--- config.mk ---
export PLATFORM = sky130hd
export DESIGN_NAME = sdram_init_seq
export DESIGN_NICKNAME = d
export VERILOG_FILES = /design/src/rtl/sdram_init_pkg.sv /design/src/rtl/sdram_init_steps.sv /design/src/rtl/sdram_init_timer.sv /design/src/rtl/sdram_init_seq.sv
export SDC_FILE = /design/constraint.sdc
export NUM_CORES = 1
export LEC_CHECK = 0
export BUFFER_PORTS_ARGS = -buffer_cell sky130_fd_sc_hd__buf_2
export CAP_MARGIN = 20
export CORE_AREA = 2 2 70 72
export CTS_CLUSTER_DIAMETER = 200
export DETAILED_ROUTE_END_ITERATION = 16
export DIE_AREA = 0 0 72 74
export PLACE_DENSITY = 0.95
export SYNTH_ARGS = -nofsm -noshare
export SYNTH_HDL_FRONTEND = slang
export SYNTH_SLANG_ARGS = --single-unit
export TNS_END_PERCENT = 20
--- constraint.sdc ---
create_clock -name clk -period 6.4 [get_ports clk]
set_clock_uncertainty 0.15 [all_clocks]
set_input_delay 0.32 -clock clk [delete_from_list [all_inputs] [get_ports clk]]
set_output_delay 0.32 -clock clk [all_outputs]
set_load 0.005 [all_outputs]
--- src/rtl/sdram_init_pkg.sv ---
package sdram_init_pkg;

  typedef enum logic [2:0] {
    CMD_NONE      = 3'd0,
    CMD_NOP       = 3'd1,
    CMD_PRECHARGE = 3'd2,
    CMD_AUTO_REF  = 3'd3,
    CMD_MODE_CAS2 = 3'd4,
    CMD_NORMAL    = 3'd5
  } sdram_cmd_e;

  typedef enum logic [1:0] {
    ACT_CMD     = 2'd0,
    ACT_RFR_OFF = 2'd1,
    ACT_RFR_ON  = 2'd2
  } step_act_e;

  typedef struct packed {
    step_act_e  act;
    sdram_cmd_e cmd;
    logic       pause;
    logic       last;
  } step_t;

  typedef enum logic [1:0] {
    ST_IDLE   = 2'd0,
    ST_RUN    = 2'd1,
    ST_WAIT   = 2'd2,
    ST_FINISH = 2'd3
  } seq_state_e;

endpackage

--- src/rtl/sdram_init_steps.sv ---
module sdram_init_steps
  import sdram_init_pkg::*;
#(
  parameter int BURST_N = 8,
  parameter int STEP_W  = $clog2(BURST_N + 8)
) (
  input  logic [STEP_W-1:0] idx,
  output step_t             step
);
  localparam logic [STEP_W-1:0] IDX_RFR0  = STEP_W'(0);
  localparam logic [STEP_W-1:0] IDX_NOP   = STEP_W'(1);
  localparam logic [STEP_W-1:0] IDX_PRE   = STEP_W'(2);
  localparam logic [STEP_W-1:0] IDX_AREF  = STEP_W'(3);
  localparam logic [STEP_W-1:0] IDX_B_LO  = STEP_W'(4);
  localparam logic [STEP_W-1:0] IDX_B_HI  = STEP_W'(4 + BURST_N - 1);
  localparam logic [STEP_W-1:0] IDX_MODE  = STEP_W'(4 + BURST_N);
  localparam logic [STEP_W-1:0] IDX_NORM  = STEP_W'(5 + BURST_N);

  always_comb begin
    step = '{act: ACT_CMD, cmd: CMD_NONE, pause: 1'b0, last: 1'b0};
    if (idx == IDX_RFR0) begin
      step.act = ACT_RFR_OFF;
    end else if (idx == IDX_NOP) begin
      step.cmd   = CMD_NOP;
      step.pause = 1'b1;
    end else if (idx == IDX_PRE) begin
      step.cmd   = CMD_PRECHARGE;
      step.pause = 1'b1;
    end else if (idx == IDX_AREF) begin
      step.cmd   = CMD_AUTO_REF;
      step.pause = 1'b1;
    end else if (idx >= IDX_B_LO && idx <= IDX_B_HI) begin
      step.cmd = CMD_AUTO_REF;
    end else if (idx == IDX_MODE) begin
      step.cmd   = CMD_MODE_CAS2;
      step.pause = 1'b1;
    end else if (idx == IDX_NORM) begin
      step.cmd = CMD_NORMAL;
    end else begin
      step.act  = ACT_RFR_ON;
      step.last = 1'b1;
    end
  end
endmodule

--- src/rtl/sdram_init_timer.sv ---
module sdram_init_timer #(
  parameter int DELAY_CYC = 16384,
  parameter int CNT_W     = (DELAY_CYC > 2) ? $clog2(DELAY_CYC) : 1
) (
  input  logic clk,
  input  logic rst,
  input  logic load,
  output logic expired
);
  localparam logic [CNT_W-1:0] LOAD_VAL = CNT_W'(DELAY_CYC - 2);

  logic [CNT_W-1:0] cnt;
  logic             active;

  always_ff @(posedge clk) begin
    if (rst) begin
      cnt    <= '0;
      active <= 1'b0;
    end else if (load) begin
      cnt    <= LOAD_VAL;
      active <= 1'b1;
    end else if (active) begin
      if (cnt == '0) active <= 1'b0;
      else           cnt    <= cnt - 1'b1;
    end
  end

  assign expired = active && (cnt == '0);

  // the wait counter never exceeds its load value
  a_r4_cnt_range: assert property (@(posedge clk) disable iff (rst)
    active |-> cnt <= LOAD_VAL);
endmodule

--- src/rtl/sdram_init_seq.sv ---
module sdram_init_seq
  import sdram_init_pkg::*;
#(
  parameter int              ADDR_W    = 32,
  parameter int              RFR_W     = 16,
  parameter logic [RFR_W-1:0] RFR_INIT = 16'h0300,
  parameter int              DELAY_CYC = 16384,
  parameter int              BURST_N   = 8
) (
  input  logic              clk,
  input  logic              rst,
  input  logic              start,
  input  logic [ADDR_W-1:0] cfg_base,
  input  logic [ADDR_W-1:0] cfg_bound,
  output logic [2:0]        cmd_code,
  output logic              cmd_stb,
  output logic [RFR_W-1:0]  rfr_val,
  output logic              rfr_wr,
  output logic              done
);
  localparam int STEP_W = $clog2(BURST_N + 8);

  seq_state_e        state;
  logic [STEP_W-1:0] step_idx;
  step_t             cur;
  logic              tmr_load;
  logic              tmr_exp;
  logic              cfg_ok;

  assign cfg_ok = cfg_bound > cfg_base;

  sdram_init_steps #(.BURST_N(BURST_N), .STEP_W(STEP_W)) u_steps (
    .idx  (step_idx),
    .step (cur)
  );

  sdram_init_timer #(.DELAY_CYC(DELAY_CYC)) u_timer (
    .clk     (clk),
    .rst     (rst),
    .load    (tmr_load),
    .expired (tmr_exp)
  );

  assign tmr_load = (state == ST_RUN) && cur.pause;

  always_ff @(posedge clk) begin
    if (rst) begin
      state    <= ST_IDLE;
      step_idx <= '0;
      cmd_code <= 3'd0;
      cmd_stb  <= 1'b0;
      rfr_val  <= '0;
      rfr_wr   <= 1'b0;
      done     <= 1'b0;
    end else begin
      cmd_code <= 3'd0;
      cmd_stb  <= 1'b0;
      rfr_wr   <= 1'b0;
      done     <= 1'b0;
      unique case (state)
        ST_IDLE: begin
          if (start && cfg_ok) begin
            state    <= ST_RUN;
            step_idx <= '0;
          end
        end
        ST_RUN: begin
          unique case (cur.act)
            ACT_RFR_OFF: begin
              rfr_wr  <= 1'b1;
              rfr_val <= '0;
            end
            ACT_RFR_ON: begin
              rfr_wr  <= 1'b1;
              rfr_val <= RFR_INIT;
            end
            default: begin
              cmd_stb  <= 1'b1;
              cmd_code <= cur.cmd;
            end
          endcase
          if (cur.last) begin
            state <= ST_FINISH;
          end else begin
            step_idx <= step_idx + 1'b1;
            if (cur.pause) state <= ST_WAIT;
          end
        end
        ST_WAIT: begin
          if (tmr_exp) state <= ST_RUN;
        end
        default: begin
          done  <= 1'b1;
          state <= ST_IDLE;
        end
      endcase
    end
  end

  // strobes never coincide
  a_r11_one_strobe: assert property (@(posedge clk) disable iff (rst)
    $countones({cmd_stb, rfr_wr, done}) <= 1);

  // idle code is zero
  a_r3_idle_code: assert property (@(posedge clk) disable iff (rst)
    !cmd_stb |-> cmd_code == 3'd0);

  // NORMAL is followed by the initial refresh-rate write
  a_r7_rfr_after_normal: assert property (@(posedge clk) disable iff (rst)
    (cmd_stb && cmd_code == CMD_NORMAL) |=> (rfr_wr && rfr_val == RFR_INIT));

  // mode set is followed by a quiet cycle
  a_r6_mode_gap: assert property (@(posedge clk) disable iff (rst)
    (cmd_stb && cmd_code == CMD_MODE_CAS2) |=> !cmd_stb);

  // done is one cycle long and follows a refresh-rate write
  a_r8_done_pulse: assert property (@(posedge clk) disable iff (rst)
    done |=> !done);
  a_r8_done_after_rfr: assert property (@(posedge clk) disable iff (rst)
    done |-> $past(rfr_wr));

  // a start during a run never rewinds the step index
  a_r9_no_rewind: assert property (@(posedge clk) disable iff (rst)
    (state != ST_IDLE && start) |=> step_idx >= $past(step_idx));
endmodule

==> results <==
- The first global-routing pass estimated 8350 um of wire.
- The number of antenna violations at the first check in global routing is 0.
- For this run, asynchronously set or reset flops after synthesis account for 0.
- The total wire length is 4970 um.
- The sequential element share of the synthesized area is 0.238.
- Setup repair after global routing left no endpoint under its margin.
- At the worst endpoint, the arrival time is 2710 ps.
- The count of clock tree sinks is 28.
- The buffer depth of the longest clock path is 2.
- The number of CTS-inserted buffers is 3.
- The class of the worst hold path is primary input to flop.
- The sequential power share is 0.458.
- The starting density of the core is 0.512.
- The type of element launching the critical path is a flop.
- Yosys attributes the largest share of cell area to dfxtp_1 24%, ha_1 21%, inv_1 6.9%.
- The data required time of the critical path is 6390 ps.
- After clock tree synthesis, the clock-pin slew on the worst setup and hold paths is 90 ps.
- The cell type with the largest total area after synthesis is dfxtp_1.
- The die footprint is 0.00533 mm^2.
- The worst register-to-register path ends at step_idx[3].
- Once detail routing completed, the nets flagged for antenna violations numbered 0.
- Relative to the synthesized area, the layout overhead comes to 17.1%.
- The critical path is of the flop to flop type.
- Once the clock tree was built, the setup fixing pass inserted 0 buffers.
- The count of flip-flops with a built-in enable after synthesis is 0.
- The power density normalized to cell area is 148 mW/mm^2.
- The total count of max-transition violations in the final report came to 0.
- The switching power summed over all nets is 0.121 mW.
- The global-route usage over all layers is 0.188.
- The cell count after synthesis came out at 297.
- The number of remaining DRC errors is 0.
- The via count of the first global-routing pass is 2121.
- The final total power is 0.407 mW.
- Setup slack on the worst reg-to-reg path comes out at 3690 ps.
- The run finished with clean final reports.
- The setup total negative slack is 0 ps.
- The maximum clock frequency is 369 MHz.
- The power share of the clock group is 0.266.
- The length of routed wiring on met1 is 2120 um.
- The final route contains 2244 vias.
- The number of gates resized after cts is 0.
- The critical path capture point type is a flop.
- For the pin with the worst max-slew slack, the measured transition is 600 ps.
- The source of the critical timing path is step_idx[1].
- The floorplan has 25 rows.
- The number of vias per cell after detailed routing is 5.34.
- The final-stage net count is 473.
- The switching power as a share of total power is 0.297.
- The worst reg2reg path depth is 8.
- The CTS tree is yes.
- Dividing the detail-routed wire length by the instance count gives 11.8 um.
- For this run, the leading register cell type out of synthesis is dfxtp_1.
- After synthesis, the mean cell area works out to 7.93 um^2.
- By count the netlist is led by 43 x inv_1, 39 x ha_1, 30 x a21oi_1.
- CTS built an H-tree with a depth of 1.
- The insertion delay to the later sink of the worst-skew pair is 270 ps.
- The minimum clock period is 2710 ps.
- The global placer's final weighted congestion is 0.888.
- Wire segments on met2 add up to 2580 um in the final route.
- The worst flop-to-flop path startpoint is step_idx[1].
- The ratio of final minimum period to clock period is 0.424.
- The share of synthesized area in the top cell type comes to 0.238.
- The maximum VDD drop is 0.0774 mV.
- The number of synthesis warnings is 0.
- Once detailed placement completed, the half-perimeter wirelength came to 4030 um.
- The core outline area is 0.00460 mm^2.
- The total count of hold-check failures in the final report is 0.
- Setup violations remaining at the end of the flow were counted as 0.
- The die is 74 um tall.
- The die is 72 um wide.
- Summed over all cells, the static leakage comes to 1.40 nW.
- The number of DRC violations after detailed-routing iteration 0 is 91.
- Counting distinct cell types in the post-synthesis netlist gives 46.
- For this design, the CTS-stage hold fixing added 0 buffers.
- The maximum cell stage delay along the critical path is 450 ps.
- The portion of total power attributed to combinational logic is 0.275.
- The clock root buffer is clkbuf_8.
- Summed over all layers, the global routing overflow is 0.
- Of all nets on the critical path, the largest fanout is 9.
- During placement, the flow inserted port buffers numbering 74.
- The number of diodes is 0.
- The total of flip-flops plus latches after synthesis is 28.
- The tightest slew margin relative to the limit is 0.598.
- The maximum number of pins on one net before global-route repair is 30.
- The total iterations of the first detailed-routing run is 4.
- The slowest stage of the critical path is the dfxtp_1 cell.
- The max-capacitance violation count is 0.
- Signal routing reaches up to met4.
- Wire segments on met3 add up to 174 um in the final route.
- The capture point of the critical path is step_idx[3].
- Of the cells placed in the final design, the portion with a size suffix greater than 1 is 0.230.
- The signal on the critical path passes through inv_1 -> ha_1 -> o31ai_1 -> o211ai_1 -> nand4_1 -> mux2_2 -> a22oi_1 -> o22ai_1.
- The cell with the most instances after synthesis is inv_1.
- The design internal power is 0.286 mW.
- The I/O pin count is 89.
- The post-synthesis instance area is 0.00235 mm^2.
-- cell type report --
class                           instances  area (um^2)
Timing Repair Buffer                   74          370
Fill cell                             377         1840
Tap cell                               54         67.6
Inverter                               43          161
Clock buffer                            4         55.1
Multi-Input combinational cell        217         1540
Sequential cell                        28          561
-- placed cells by master (no fill, tap or decap), types with 2 or more instances in the layout --
master | netlist | final
a211oi_1 | 3 | 3
a21o_1 | 3 | 3
a21oi_1 | 30 | 30
a221oi_1 | 2 | 2
a22oi_1 | 3 | 3
a31oi_1 | 2 | 2
and3_1 | 2 | 2
buf_2 | 0 | 74
clkbuf_8 | 0 | 4
conb_1 | 1 | 14
dfxtp_1 | 28 | 28
ha_1 | 39 | 39
inv_1 | 43 | 43
nand2_1 | 13 | 13
nand2b_1 | 3 | 3
nand3_1 | 3 | 3
nand3b_1 | 5 | 5
nand4_1 | 9 | 9
nor2_1 | 15 | 15
nor2b_1 | 2 | 2
nor3_1 | 10 | 10
o211ai_1 | 3 | 3
o21ai_0 | 14 | 14
o22ai_1 | 3 | 3
or3_1 | 5 | 5
or4_1 | 2 | 2
or4_4 | 2 | 2
xnor2_1 | 10 | 10
xor2_1 | 3 | 3
-- worst max-delay path: cells and delay by family, from the launching register on --
family / cells / cell delay (ps)
AO/OA/AOI/OAI: 4 / 1050
adder cells (fa/ha/maj): 1 / 270
buffers and inverters: 1 / 120
flip-flops: 1 / 450
multiplexers: 1 / 340
AND/OR/NAND/NOR: 1 / 200
-- cell families after synthesis --
family                   Yosys count  synth area share
flip-flops                        28             0.238
adder cells (fa/ha/maj)           39             0.207
XOR/XNOR                          13            0.0484
multiplexers                       1           0.00478
AND/OR/NAND/NOR                   76             0.176
AO/OA/AOI/OAI                     74             0.197
buffers and inverters             65             0.128
other                              1           0.00159
-- sequential cells by signal, indices dropped and copies added (netlist names) --
name            cells
u_timer.cnt        14
step_idx            4
cmd_code            3
state               2
cmd_stb             1
done                1
rfr_val             1
rfr_wr              1
u_timer.active      1
-- per-layer routing --
layer  track usage  vias up
li1              -     1152
met1         0.211     1013
met2         0.359       62
met3        0.0257       17
met4        0.0734        0
met5             0        -
-- how the worst min path moves through the flow --
stage | from | endpoint | slack [ps] | depth (start not counted)
6_report | rst | state[1] | 340 | 2
5_1_grt | rst | state[1] | 350 | 2
4_1_cts | rst | state[1] | 330 | 2
3_5_place_dp | u_timer.cnt[1] | u_timer.cnt[1] | 400 | 2
3_3_place_gp | rfr_val[8] | rfr_val[8] | 390 | 2
2_1_floorplan | u_timer.active | u_timer.active | 370 | 2
-- through the flow --
step / util / area (um^2) / cells / hold slack (ps) / worst slack (ps)
detailed placement: 0.588 / 2700 / 416 / 398 / 3820
global route: 0.600 / 2760 / 420 / 351 / 3570
finish: 0.600 / 2760 / 420 / 343 / 3690
floorplan: - / 2400 / 310 / 371 / 4080
global placement: 0.588 / 2700 / 416 / 389 / 3920
CTS: 0.600 / 2760 / 420 / 329 / 3760
-- power groups by stage --
stage | Sequential (mW) | Combinational (mW) | Clock, mW
3_5_place_dp | 0.191 | 0.110 | 0
2_1_floorplan | 0.187 | 0.0816 | 0
6_report | 0.187 | 0.112 | 0.109
4_1_cts | 0.187 | 0.111 | 0.109
3_3_place_gp | 0.190 | 0.104 | 0
5_1_grt | 0.188 | 0.127 | 0.115
Power figures use the tool's default switching activity.
